File: src/rtl/isa_agg_pkg.sv
`timescale 1ns/1ps
package isa_agg_pkg;
    localparam int NUM_SRC  = 11;
    localparam int LO_W     = 8;
    localparam int HI_W     = NUM_SRC - LO_W;
    localparam int NUM_ISA  = 16;
    localparam int IRQ_W    = $clog2(NUM_ISA);
    localparam int IDX_W    = $clog2(NUM_SRC);
    localparam int DATA_W   = 8;
    localparam int ADDR_W   = 2;
    localparam int SYNC_STG = 2;

    typedef enum logic [ADDR_W-1:0] {
        REG_STS_LO = 2'd0,
        REG_STS_HI = 2'd1,
        REG_EN_LO  = 2'd2,
        REG_EN_HI  = 2'd3
    } reg_sel_e;

    typedef logic [NUM_SRC-1:0] src_vec_t;

    typedef struct packed {
        logic             valid;
        logic [IRQ_W-1:0] irq;
    } svc_t;

    // Status bit index to ISA IRQ number; the order sets service priority.
    function automatic logic [IRQ_W-1:0] bit_to_irq(input int b);
        case (b)
            0:       return 4'd3;
            1:       return 4'd4;
            2:       return 4'd5;
            3:       return 4'd6;
            4:       return 4'd7;
            5:       return 4'd10;
            6:       return 4'd11;
            7:       return 4'd12;
            8:       return 4'd9;
            9:       return 4'd14;
            default: return 4'd15;
        endcase
    endfunction
endpackage

File: src/rtl/isa_edge_sync.sv
`timescale 1ns/1ps
module isa_edge_sync
    import isa_agg_pkg::*;
#(
    parameter int WIDTH  = NUM_SRC,
    parameter int STAGES = SYNC_STG
) (
    input  logic             clk,
    input  logic             rst,
    input  logic [WIDTH-1:0] raw,
    output logic [WIDTH-1:0] rise
);
    logic [WIDTH-1:0] stage_q [STAGES];
    logic [WIDTH-1:0] prev_q;

    always_ff @(posedge clk) begin
        if (rst) begin
            for (int s = 0; s < STAGES; s++) stage_q[s] <= '0;
            prev_q <= '0;
        end else begin
            stage_q[0] <= raw;
            for (int s = 1; s < STAGES; s++) stage_q[s] <= stage_q[s-1];
            prev_q <= stage_q[STAGES-1];
        end
    end

    assign rise = stage_q[STAGES-1] & ~prev_q;

    AST_RISE_ONE_CYCLE: assert property (@(posedge clk) disable iff (rst)
        (|rise) |=> ((rise & $past(rise)) == '0));
endmodule

File: src/rtl/isa_status_regs.sv
`timescale 1ns/1ps
module isa_status_regs
    import isa_agg_pkg::*;
#(
    parameter int SRC_N = NUM_SRC,
    parameter int LOW_N = LO_W,
    parameter int DW    = DATA_W
) (
    input  logic                  clk,
    input  logic                  rst,
    input  logic [SRC_N-1:0]      set_vec,
    input  logic                  wr,
    input  reg_sel_e              addr,
    input  logic [DW-1:0]         wdata,
    output logic [SRC_N-1:0]      sts,
    output logic [SRC_N-1:0]      en
);
    localparam int HIGH_N = SRC_N - LOW_N;

    logic [SRC_N-1:0] clr_vec;
    logic [SRC_N-1:0] sts_d;

    always_comb begin
        clr_vec = '0;
        if (wr && addr == REG_STS_LO) clr_vec[LOW_N-1:0]     = wdata[LOW_N-1:0];
        if (wr && addr == REG_STS_HI) clr_vec[SRC_N-1:LOW_N] = wdata[HIGH_N-1:0];
        sts_d = (sts & ~clr_vec) | set_vec;
    end

    always_ff @(posedge clk) begin
        if (rst) begin
            sts <= '0;
            en  <= '0;
        end else begin
            sts <= sts_d;
            if (wr && addr == REG_EN_LO) en[LOW_N-1:0]     <= wdata[LOW_N-1:0];
            if (wr && addr == REG_EN_HI) en[SRC_N-1:LOW_N] <= wdata[HIGH_N-1:0];
        end
    end

    AST_SET_WINS: assert property (@(posedge clk) disable iff (rst)
        (|set_vec) |=> ((sts & $past(set_vec)) == $past(set_vec)));

    AST_LO_CLEARED: assert property (@(posedge clk) disable iff (rst)
        (wr && addr == REG_STS_LO) |=>
        ((sts[LOW_N-1:0] & $past(wdata[LOW_N-1:0]) & ~$past(set_vec[LOW_N-1:0])) == '0));

    AST_HI_UNTOUCHED_BY_LO: assert property (@(posedge clk) disable iff (rst)
        (wr && addr == REG_STS_LO && set_vec[SRC_N-1:LOW_N] == '0) |=>
        $stable(sts[SRC_N-1:LOW_N]));

    AST_STS_HOLD: assert property (@(posedge clk) disable iff (rst)
        (!wr && set_vec == '0) |=> $stable(sts));
endmodule

File: src/rtl/isa_prio_enc.sv
`timescale 1ns/1ps
module isa_prio_enc
    import isa_agg_pkg::*;
#(
    parameter int SRC_N = NUM_SRC
) (
    input  logic [SRC_N-1:0] pending,
    output svc_t             svc
);
    logic [IDX_W-1:0] idx;
    logic             found;

    always_comb begin
        idx   = '0;
        found = 1'b0;
        for (int i = SRC_N - 1; i >= 0; i--) begin
            if (pending[i]) begin
                idx   = IDX_W'(i);
                found = 1'b1;
            end
        end
        svc.valid = found;
        svc.irq   = found ? bit_to_irq(int'(idx)) : '0;
    end

    always_comb begin
        if (found) begin
            AST_PICK_PENDING: assert (pending[idx]);
        end
    end
endmodule

File: src/rtl/isa_irq_aggr.sv
`timescale 1ns/1ps
module isa_irq_aggr
    import isa_agg_pkg::*;
#(
    parameter int SRC_N = NUM_SRC,
    parameter int ISA_N = NUM_ISA,
    parameter int LOW_N = LO_W,
    parameter int DW    = DATA_W,
    parameter int AW    = ADDR_W,
    parameter int IW    = IRQ_W
) (
    input  logic          clk,
    input  logic          rst,
    input  logic [ISA_N-1:0] isa_irq,
    input  logic          reg_wr,
    input  logic [AW-1:0] reg_addr,
    input  logic [DW-1:0] reg_wdata,
    output logic [DW-1:0] reg_rdata,
    output logic          host_irq,
    output logic          svc_valid,
    output logic [IW-1:0] svc_irq
);
    localparam int HIGH_N = SRC_N - LOW_N;

    logic [SRC_N-1:0] src_lines;
    logic [SRC_N-1:0] rise;
    logic [SRC_N-1:0] sts;
    logic [SRC_N-1:0] en;
    logic [SRC_N-1:0] pending;
    svc_t             svc;
    reg_sel_e         sel;

    assign sel = reg_sel_e'(reg_addr);

    for (genvar b = 0; b < SRC_N; b++) begin : g_map
        assign src_lines[b] = isa_irq[bit_to_irq(b)];
    end

    isa_edge_sync #(.WIDTH(SRC_N), .STAGES(SYNC_STG)) u_sync (
        .clk  (clk),
        .rst  (rst),
        .raw  (src_lines),
        .rise (rise)
    );

    isa_status_regs #(.SRC_N(SRC_N), .LOW_N(LOW_N), .DW(DW)) u_regs (
        .clk     (clk),
        .rst     (rst),
        .set_vec (rise),
        .wr      (reg_wr),
        .addr    (sel),
        .wdata   (reg_wdata),
        .sts     (sts),
        .en      (en)
    );

    assign pending = sts & en;

    isa_prio_enc #(.SRC_N(SRC_N)) u_prio (
        .pending (pending),
        .svc     (svc)
    );

    assign host_irq  = |pending;
    assign svc_valid = svc.valid;
    assign svc_irq   = svc.irq;

    always_comb begin
        reg_rdata = '0;
        case (sel)
            REG_STS_LO: reg_rdata[LOW_N-1:0]  = sts[LOW_N-1:0];
            REG_STS_HI: reg_rdata[HIGH_N-1:0] = sts[SRC_N-1:LOW_N];
            REG_EN_LO:  reg_rdata[LOW_N-1:0]  = en[LOW_N-1:0];
            default:    reg_rdata[HIGH_N-1:0] = en[SRC_N-1:LOW_N];
        endcase
    end

    AST_SUMMARY_MATCHES_ENC: assert property (@(posedge clk) disable iff (rst)
        host_irq == svc_valid);

    AST_RESET_CLEARS: assert property (@(posedge clk)
        $past(rst) |-> (sts == '0 && en == '0));
endmodule

File: config.mk
export PLATFORM = sky130hd
export DESIGN_NAME = isa_irq_aggr
export DESIGN_NICKNAME = d
export VERILOG_FILES = /design/src/rtl/isa_agg_pkg.sv /design/src/rtl/isa_edge_sync.sv /design/src/rtl/isa_status_regs.sv /design/src/rtl/isa_prio_enc.sv /design/src/rtl/isa_irq_aggr.sv
export SDC_FILE = /design/constraint.sdc
export NUM_CORES = 1
export LEC_CHECK = 0
export ABC_AREA = 1
export BUFFER_PORTS_ARGS = -buffer_cell sky130_fd_sc_hd__buf_2
export CORE_MARGIN = 10
export CORE_UTILIZATION = 50
export DETAILED_ROUTE_END_ITERATION = 8
export PLACE_DENSITY_LB_ADDON = 0.1
export SETUP_SLACK_MARGIN = 0.15
export SLEW_MARGIN = 10
export SYNTH_ARGS = -nofsm -noshare
export SYNTH_HDL_FRONTEND = slang
export SYNTH_SLANG_ARGS = --single-unit
File: constraint.sdc
create_clock -name clk -period 4.65 [get_ports clk]
set_input_delay 1.395 -clock clk [delete_from_list [all_inputs] [get_ports clk]]
set_output_delay 1.395 -clock clk [all_outputs]
set_load 0.01 [all_outputs]
==> flow_summary.rst, run 1 <==
.. list-table::
   :header-rows: 1

   * - Metric
     - Value
   * - Outcome
     - completed
   * - Nets
     - around 360
   * - Final-report max-slew violation count
     - 0
   * - Sequential cell area fraction in the yosys report
     - between 50% and 60%
   * - Worst path buffer plus inverter count
     - 2
   * - RSZ-0062 raised after global routing
     - false
   * - Critical Path AT
     - roughly 2.3 ns
   * - Kind of critical path
     - in -> out
   * - CTS Hold Bufs
     - 0
   * - Worst hold-check slack
     - ~0.40 ns
   * - Max stage delay on crit path
     - slightly above 0.3 ns
   * - Number of buffers inserted to repair setup after CTS
     - 0
   * - DRC
     - 0
   * - Type of the worst min-delay path
     - reg -> reg
   * - Most frequent cells in the layout
     - 55 x sky130_fd_sc_hd__nor2_1, 55 x sky130_fd_sc_hd__dfxtp_1, 54 x sky130_fd_sc_hd__inv_1
   * - Congestion Overflow GR
     - 0
   * - Post-DR vias/cell
     - around 4.6
   * - Multiplexer area fraction after synthesis
     - 0%
   * - Adder-cell share of the synthesized area
     - around 1.7%
   * - Main combinational cell family by area after synthesis
     - simple AND/OR/NAND/NOR gates
   * - GRT Util Overall
     - between 10 and 15%
   * - Insertion delay of the later-clocked pin in the worst-skew pair
     - 0.30 ns
   * - Dominant delay contributor by cell family on the critical path
     - simple AND/OR/NAND/NOR gates
   * - Number of rows in the core area
     - 24
   * - Crit end category
     - primary output
   * - I/O pin total
     - 43
   * - CTS Sinks
     - 55
   * - Max VDD drop
     - about 0.00024 V
   * - Final ANT Viol Nets
     - 0
   * - Clock-pin slew on the worst setup and hold paths
     - around 0.08 ns
   * - Power per cell area
     - 350.1 nW/um^2
   * - Fillers
     - approximately 430
   * - Final worst path period need
     - around 3.7 ns
   * - Count of endpoints failing hold in the final timing report
     - 0
   * - Max Cap Violations
     - 0
   * - Part of the cycle the worst path needs
     - roughly 79%
   * - Worst Setup Start Kind
     - input pin
   * - Fraction of post-synthesis cell area in the top cell type by area
     - between 50% and 60%
   * - Clock Path Buffers
     - 2
   * - Average footprint of a synthesized cell
     - around 7.4 sq um
   * - Post-synthesis compound-gate area fraction
     - 12.05%
   * - Average wire length per cell after detail routing
     - ~11 um
   * - Total CTS buffers
     - 5
   * - Area of the core
     - between 4000 and 5000 sq um
   * - CP dominant cell by count
     - sky130_fd_sc_hd__buf_2
   * - Slowest stage cell on the critical path
     - sky130_fd_sc_hd__nor2_4
   * - Area of the die
     - roughly 7500 sq um
   * - Total wire length after detailed routing
     - roughly 4.1 mm
   * - Worst slew margin
     - 45.62%
   * - Final setup violation count
     - 0
   * - Post-CTS Resized
     - 0
   * - H-Tree Level Count
     - 2
   * - Die width
     - between 80 and 90 um
   * - Die height
     - between 80 and 90 um
   * - Post-synthesis simple-gate area fraction
     - 24.33%
   * - Largest area contributor in the synthesized netlist
     - sky130_fd_sc_hd__dfxtp_1
   * - Required @ worst endpoint
     - approximately 3.3 ns
   * - Antenna diode count
     - 0
   * - Post-Syn Nets
     - approximately 330
   * - Yosys reg bits
     - 55
   * - Number of antenna violations at the first check in global routing
     - 0
   * - Cell breakdown of the critical path
     - buf_2, nor2_4, nand2_1, a22oi_1, buf_2
   * - Drt pass-1 iters
     - 4
   * - Worst-path fanout max
     - 16
   * - Area growth, synth to finish
     - 14.04%
   * - Final non-filler cell area
     - between 2000 and 3000 sq um
   * - Detailed Place HPWL
     - around 3.1 mm
   * - Cells taking the most area after synthesis
     - sky130_fd_sc_hd__dfxtp_1 50%, sky130_fd_sc_hd__nor2_1 9.4%, sky130_fd_sc_hd__inv_1 9.2%
   * - Largest net degree at the start of global routing
     - slightly below 50
   * - Maximum clock frequency
     - 271.0 MHz
   * - Via count of the first global-routing pass
     - around 1,700
   * - Cell Area, Placed
     - roughly 2400 sq um
   * - Overall power
     - approximately 0.88 mW
   * - Count of synthesis-stage warnings from yosys
     - 0
   * - Standby leakage power
     - around 1.2 nW
   * - Effective utilization at floorplan
     - between 50% and 60%
   * - Summed instance area of the synthesized netlist
     - ~2200 sq um
   * - Count of unique library cells instantiated by Yosys
     - 26
   * - Synthesized instance count
     - roughly 300
   * - Total number of vias
     - 1,754
   * - Fraction of synthesized cell area in xor and xnor cells
     - 0%
   * - Library cell used as clock root buffer
     - sky130_fd_sc_hd__clkbuf_8
   * - Finished Core Util
     - approximately 58%
   * - Setup skew after layout
     - around 0.0084 ns
   * - Global-route wire length before repair
     - approximately 7 mm
   * - Share of post-route cells with drive strength above 1
     - a little under a fifth
   * - Initial DRC Count
     - 86
   * - CTS tree
     - yes
   * - Final Wtd Congestion
     - 0.9367
   * - Measured slew at the worst slew-check pin
     - a little over 0.8 ns
   * - IO buf count
     - 37
   * - Sum of negative setup slack
     - 0 ns
-- flip-flops by register name, summed over array words and instances, names as in the netlist --
name	cells
u_sync.prev_q	11
u_sync.stage_q	22
u_regs.sts	11
u_regs.en	11
-- final cells by class --
type                    instances  area (sq um)  area share, %
repair buffers                 37         185.2          7.378
multi-input cells             175         838.3          33.40
clock buffers                   6         72.57          2.891
inverters                      58         217.7          8.674
clock inverters                 1         30.03          1.196
well taps                      52         65.06          2.592
flip-flops and latches         55          1101          43.87
-- cells by family (layout without fill, tap and decap cells) --
| group | count (synthesis) | in the layout |
|---|---|---|
| flip-flops | 55 | 55 |
| AND/OR/NAND/NOR | 127 | 127 |
| adder cells (fa/ha/maj) | 3 | 3 |
| buffers and inverters | 66 | 102 |
| AO/OA/AOI/OAI | 45 | 45 |
-- final timing paths --
check / slack, ns / depth (start not counted) / endpoint / start
max: 0.96 / 5 / reg_rdata[0] / reg_addr[0]
min reg2reg: 0.40 / 2 / u_sync.stage_q[0][18]$_SDFF_PP0_ / u_sync.stage_q[0][7]$_SDFF_PP0_
min: 0.40 / 2 / u_sync.stage_q[0][18]$_SDFF_PP0_ / u_sync.stage_q[0][7]$_SDFF_PP0_
max reg2reg: 3.95 / 4 / u_regs.sts[9]$_SDFF_PP0_ / u_sync.stage_q[0][20]$_SDFF_PP0_
-- worst reg2reg max path, cell delays in order (launching register included) --
cell and delay (ns):
sky130_fd_sc_hd__dfxtp_1 0.31, sky130_fd_sc_hd__inv_1 0.06, sky130_fd_sc_hd__nor2_1 0.04, sky130_fd_sc_hd__a21oi_1 0.11
sky130_fd_sc_hd__nor2_1 0.05
-- metal layers --
metal,GRT usage [%],routed length [um],up-vias
met5,0,0,-
met4,4.713,93,0
met3,3.752,190,9
met2,20.20,1947,32
met1,12.08,1853,744
li1,-,-,969
-- stage by stage --
stage / cells / setup WS (ns)
3_5_place_dp: 377 / 0.9481
2_1_floorplan: 296 / 1.268
3_3_place_gp: 377 / 0.9346
5_1_grt: 384 / 0.8624
4_1_cts: 384 / 0.9504
6_report: 384 / 0.9594
-- cells in the mapped netlist (all sizes together) --
cell type,number
a21oi,24
a221oi,1
a22oi,1
and3,1
buf,7
clkbuf,1
dfxtp,55
ha,3
inv,58
nand2,51
nand3,15
nor2,59
o2111ai,2
o21ai,16
o221ai,1
or2,1
-- power breakdown --
part | leakage (nW) | total, mW | switching (mW) | internal, mW
logic | 0.747 | 0.0835 | 0.0519 | 0.0316
registers | 0.451 | 0.501 | 0.00920 | 0.491
clock network | 0.0513 | 0.295 | 0.137 | 0.158
(Power assumes the default switching activity.)
==> run 2: changes to the inputs <==
--- a/config.mk
+++ b/config.mk
@@ -8,7 +8,7 @@
 export ABC_AREA = 1
 export BUFFER_PORTS_ARGS = -buffer_cell sky130_fd_sc_hd__buf_2
 export CORE_MARGIN = 10
-export CORE_UTILIZATION = 50
+export CORE_UTILIZATION = 48
 export DETAILED_ROUTE_END_ITERATION = 8
 export PLACE_DENSITY_LB_ADDON = 0.1
 export SETUP_SLACK_MARGIN = 0.15
==> constraint.sdc (replaced) <==
create_clock -name clk -period 3.22 [get_ports clk]
set_input_delay 0.966 -clock clk [delete_from_list [all_inputs] [get_ports clk]]
set_output_delay 0.966 -clock clk [all_outputs]
set_load 0.01 [all_outputs]
==> run 2 against run 1 <==
Net effect:
- combinational power increased by 51%
- worst setup slack worse by 0.64 ns
- global-route usage increased by 0.14 points
- sequential power is 45% higher
- critical path depth increased by 6
- clock skew decreased by 0.0039 ns
- hold slack lost 0.00084 ns
- non-clock buffer count grew 2
- final cell count rose by 0.52%
- sequential share of layout area decreased by 0.41 points
- count of clock-buffer cells in the layout did not move
- critical path type is now reg -> out
- critical endpoint is now svc_irq[0]
==> flow_summary.rst, run 2 (synthesis gave the netlist of run 1 again) <==
.. list-table::
   :header-rows: 1

   * - Metric
     - Value
   * - Max VDD drop
     - ~0.00033 V
   * - Register-to-register setup slack
     - roughly 2.5 ns
   * - Library cell used as clock root buffer
     - sky130_fd_sc_hd__clkbuf_8
   * - Sum of negative setup slack
     - 0 ns
   * - RSZ-0062 raised after global routing
     - false
   * - Power per cell area
     - between 400 and 500 nW/um^2
   * - Setup skew after layout
     - 0.004429 ns
   * - Crit end category
     - primary output
   * - H-Tree Level Count
     - 2
   * - CTS tree
     - yes
   * - I/O pin total
     - 43
   * - Largest net degree at the start of global routing
     - 34
   * - Max stage delay on crit path
     - between 0.3 and 0.4 ns
   * - DRC
     - 0
   * - Area of the die
     - around 7700 sq um
   * - Largest Register
     - u_sync.stage_q
   * - Overall power
     - roughly 1.2 mW
   * - Average wire length per cell after detail routing
     - approximately 11 um
   * - Total number of vias
     - ~1,800
   * - Total wire length after detailed routing
     - 4.260 mm
   * - Share of post-route cells with drive strength above 1
     - 22.46%
   * - Number of antenna violations at the first check in global routing
     - 0
   * - Outcome
     - completed
   * - Post-place setup slack
     - between 0.3 and 0.4 ns
   * - CTS Sinks
     - between 50 and 60
   * - Kind of critical path
     - reg -> out
   * - Area growth, synth to finish
     - 15.63%
   * - Drt pass-1 iters
     - 4
   * - M2 GR Usage
     - 20.24%
   * - Largest register FFs
     - 22
   * - Part of the cycle the worst path needs
     - between 90 and 100%
   * - Maximum clock frequency
     - between 300 and 400 MHz
   * - Non-filler cells, final
     - between 300 and 400
   * - CP dominant cell by count
     - sky130_fd_sc_hd__nand2_1
   * - Die width
     - a little under 90 um
   * - Die height
     - slightly below 90 um
   * - Required @ worst endpoint
     - between 2 and 2.5 ns
   * - Final worst path period need
     - just under 3 ns
   * - Initial DRC Count
     - 67
   * - Global routing's busiest layer
     - met2
   * - Via count of the first global-routing pass
     - 1,739
   * - Final Wtd Congestion
     - roughly 0.85
   * - Worst Setup Start Kind
     - flip-flop
   * - Total CTS buffers
     - 5
   * - Nets
     - approximately 370
   * - Worst slew margin
     - approximately three quarters
   * - Number of placed instances with taps included
     - around 380
   * - Critical Path AT
     - roughly 1.9 ns
   * - Effective utilization at floorplan
     - approximately half
   * - Final setup violation count
     - 0
   * - Met1 routing resource usage after global routing
     - 12.80%
   * - GR met3 Demand/Resource
     - around 3.4%
   * - Slack of the critical path
     - approximately 0.32 ns
   * - Number of rows in the core area
     - 24
   * - Measured slew at the worst slew-check pin
     - 0.3633 ns
   * - Final-report max-slew violation count
     - 0
   * - GRT Util Overall
     - roughly 12%
   * - IO buf count
     - 37
   * - Standby leakage power
     - 1.259 nW
   * - Slowest stage cell on the critical path
     - sky130_fd_sc_hd__dfxtp_1
   * - Most frequent standard cell in the layout excluding fill and tap cells
     - sky130_fd_sc_hd__nor2_1
   * - Most frequent cells in the layout
     - 55 x sky130_fd_sc_hd__nor2_1, 53 x sky130_fd_sc_hd__inv_1, 51 x sky130_fd_sc_hd__dfxtp_1
   * - Cell breakdown of the critical path
     - nand2_1, nand2_1, inv_1, o21ai_1, nand2_1, a21oi_2, inv_1, ha_1, or2_0, nand2_1, buf_2
   * - Congestion Overflow GR
     - 0
   * - Clock Path Buffers
     - 2
   * - Type of the worst min-delay path
     - reg -> reg
   * - Insertion delay of the later-clocked pin in the worst-skew pair
     - around 0.30 ns
   * - Max Cap Violations
     - 0
   * - Final ANT Viol Nets
     - 0
   * - Detailed Place HPWL
     - 3.284 mm
   * - Area of the core
     - around 4400 sq um
   * - Worst-path fanout max
     - 3
   * - Post-DR vias/cell
     - 4.650
   * - Antenna diode count
     - 0
   * - Clock-pin slew on the worst setup and hold paths
     - ~0.09 ns
   * - Count of endpoints failing hold in the final timing report
     - 0
   * - Global-route wire length before repair
     - around 7.3 mm
[run 2: path summary, 6_finish.rpt]
path,start,endpoint,cells after the start
setup / recovery,u_regs.sts[6]$_SDFF_PP0_,svc_irq[0],11
hold / removal,u_sync.stage_q[0][8]$_SDFF_PP0_,u_sync.stage_q[0][19]$_SDFF_PP0_,2
setup reg to reg,u_sync.stage_q[0][18]$_SDFF_PP0_,u_regs.sts[7]$_SDFF_PP0_,4
hold reg to reg,u_sync.stage_q[0][8]$_SDFF_PP0_,u_sync.stage_q[0][19]$_SDFF_PP0_,2
[run 2: area by class of cell]
class                   instances  area, sq um
clock buffers                   6        82.58
inverters                      58        217.7
flip-flops and latches         55         1106
well taps                      52        65.06
multi-input cells             175        864.6
clock inverters                 1        8.758
fillers                       435         1839
repair buffers                 39        200.2
[run 2: through the flow]
step / instance area (sq um) / hold slack [ns] / util [%]
floorplan: 2201 / 0.3883 / -
global placement: 2415 / 0.3892 / 55.08
detailed placement: 2415 / 0.3920 / 55.08
CTS: 2506 / 0.4053 / 57.16
global route: 2545 / 0.4205 / 58.05
finish: 2545 / 0.4035 / 58.05
[run 2: metal layers]
layer / wire length, um / vias up
met1: 1881 / 784
met3: 217 / 6
met4: 74 / 0
met2: 2087 / 32
li1: - / 973
met5: 0 / -
[run 2: report_power, final]
group / total, mW / leakage, nW / switching [mW] / internal [mW]
Clock: 0.380 / 0.0477 / 0.207 / 0.173
Combinational: 0.126 / 0.758 / 0.0772 / 0.0487
Sequential: 0.724 / 0.453 / 0.0137 / 0.710
[run 2: critical path, delay by kind of cell, from the launching register on]
| kind | cells | cell delay [ns] |
|---|---|---|
| AND/OR/NAND/NOR | 5 | 0.51 |
| flip-flops | 1 | 0.38 |
| buffers and inverters | 3 | 0.27 |
| AO/OA/AOI/OAI | 2 | 0.26 |
| adder cells (fa/ha/maj) | 1 | 0.21 |
[run 2: timing repair]
| action | CTS | global route |
|---|---|---|
| setup buffers | 0 | 1 |
| gates resized for setup | 0 | 12 |
| hold endpoints to repair | 0 | 0 |
| setup endpoints to repair | 0 | 4 |
| hold buffers | 0 | 0 |
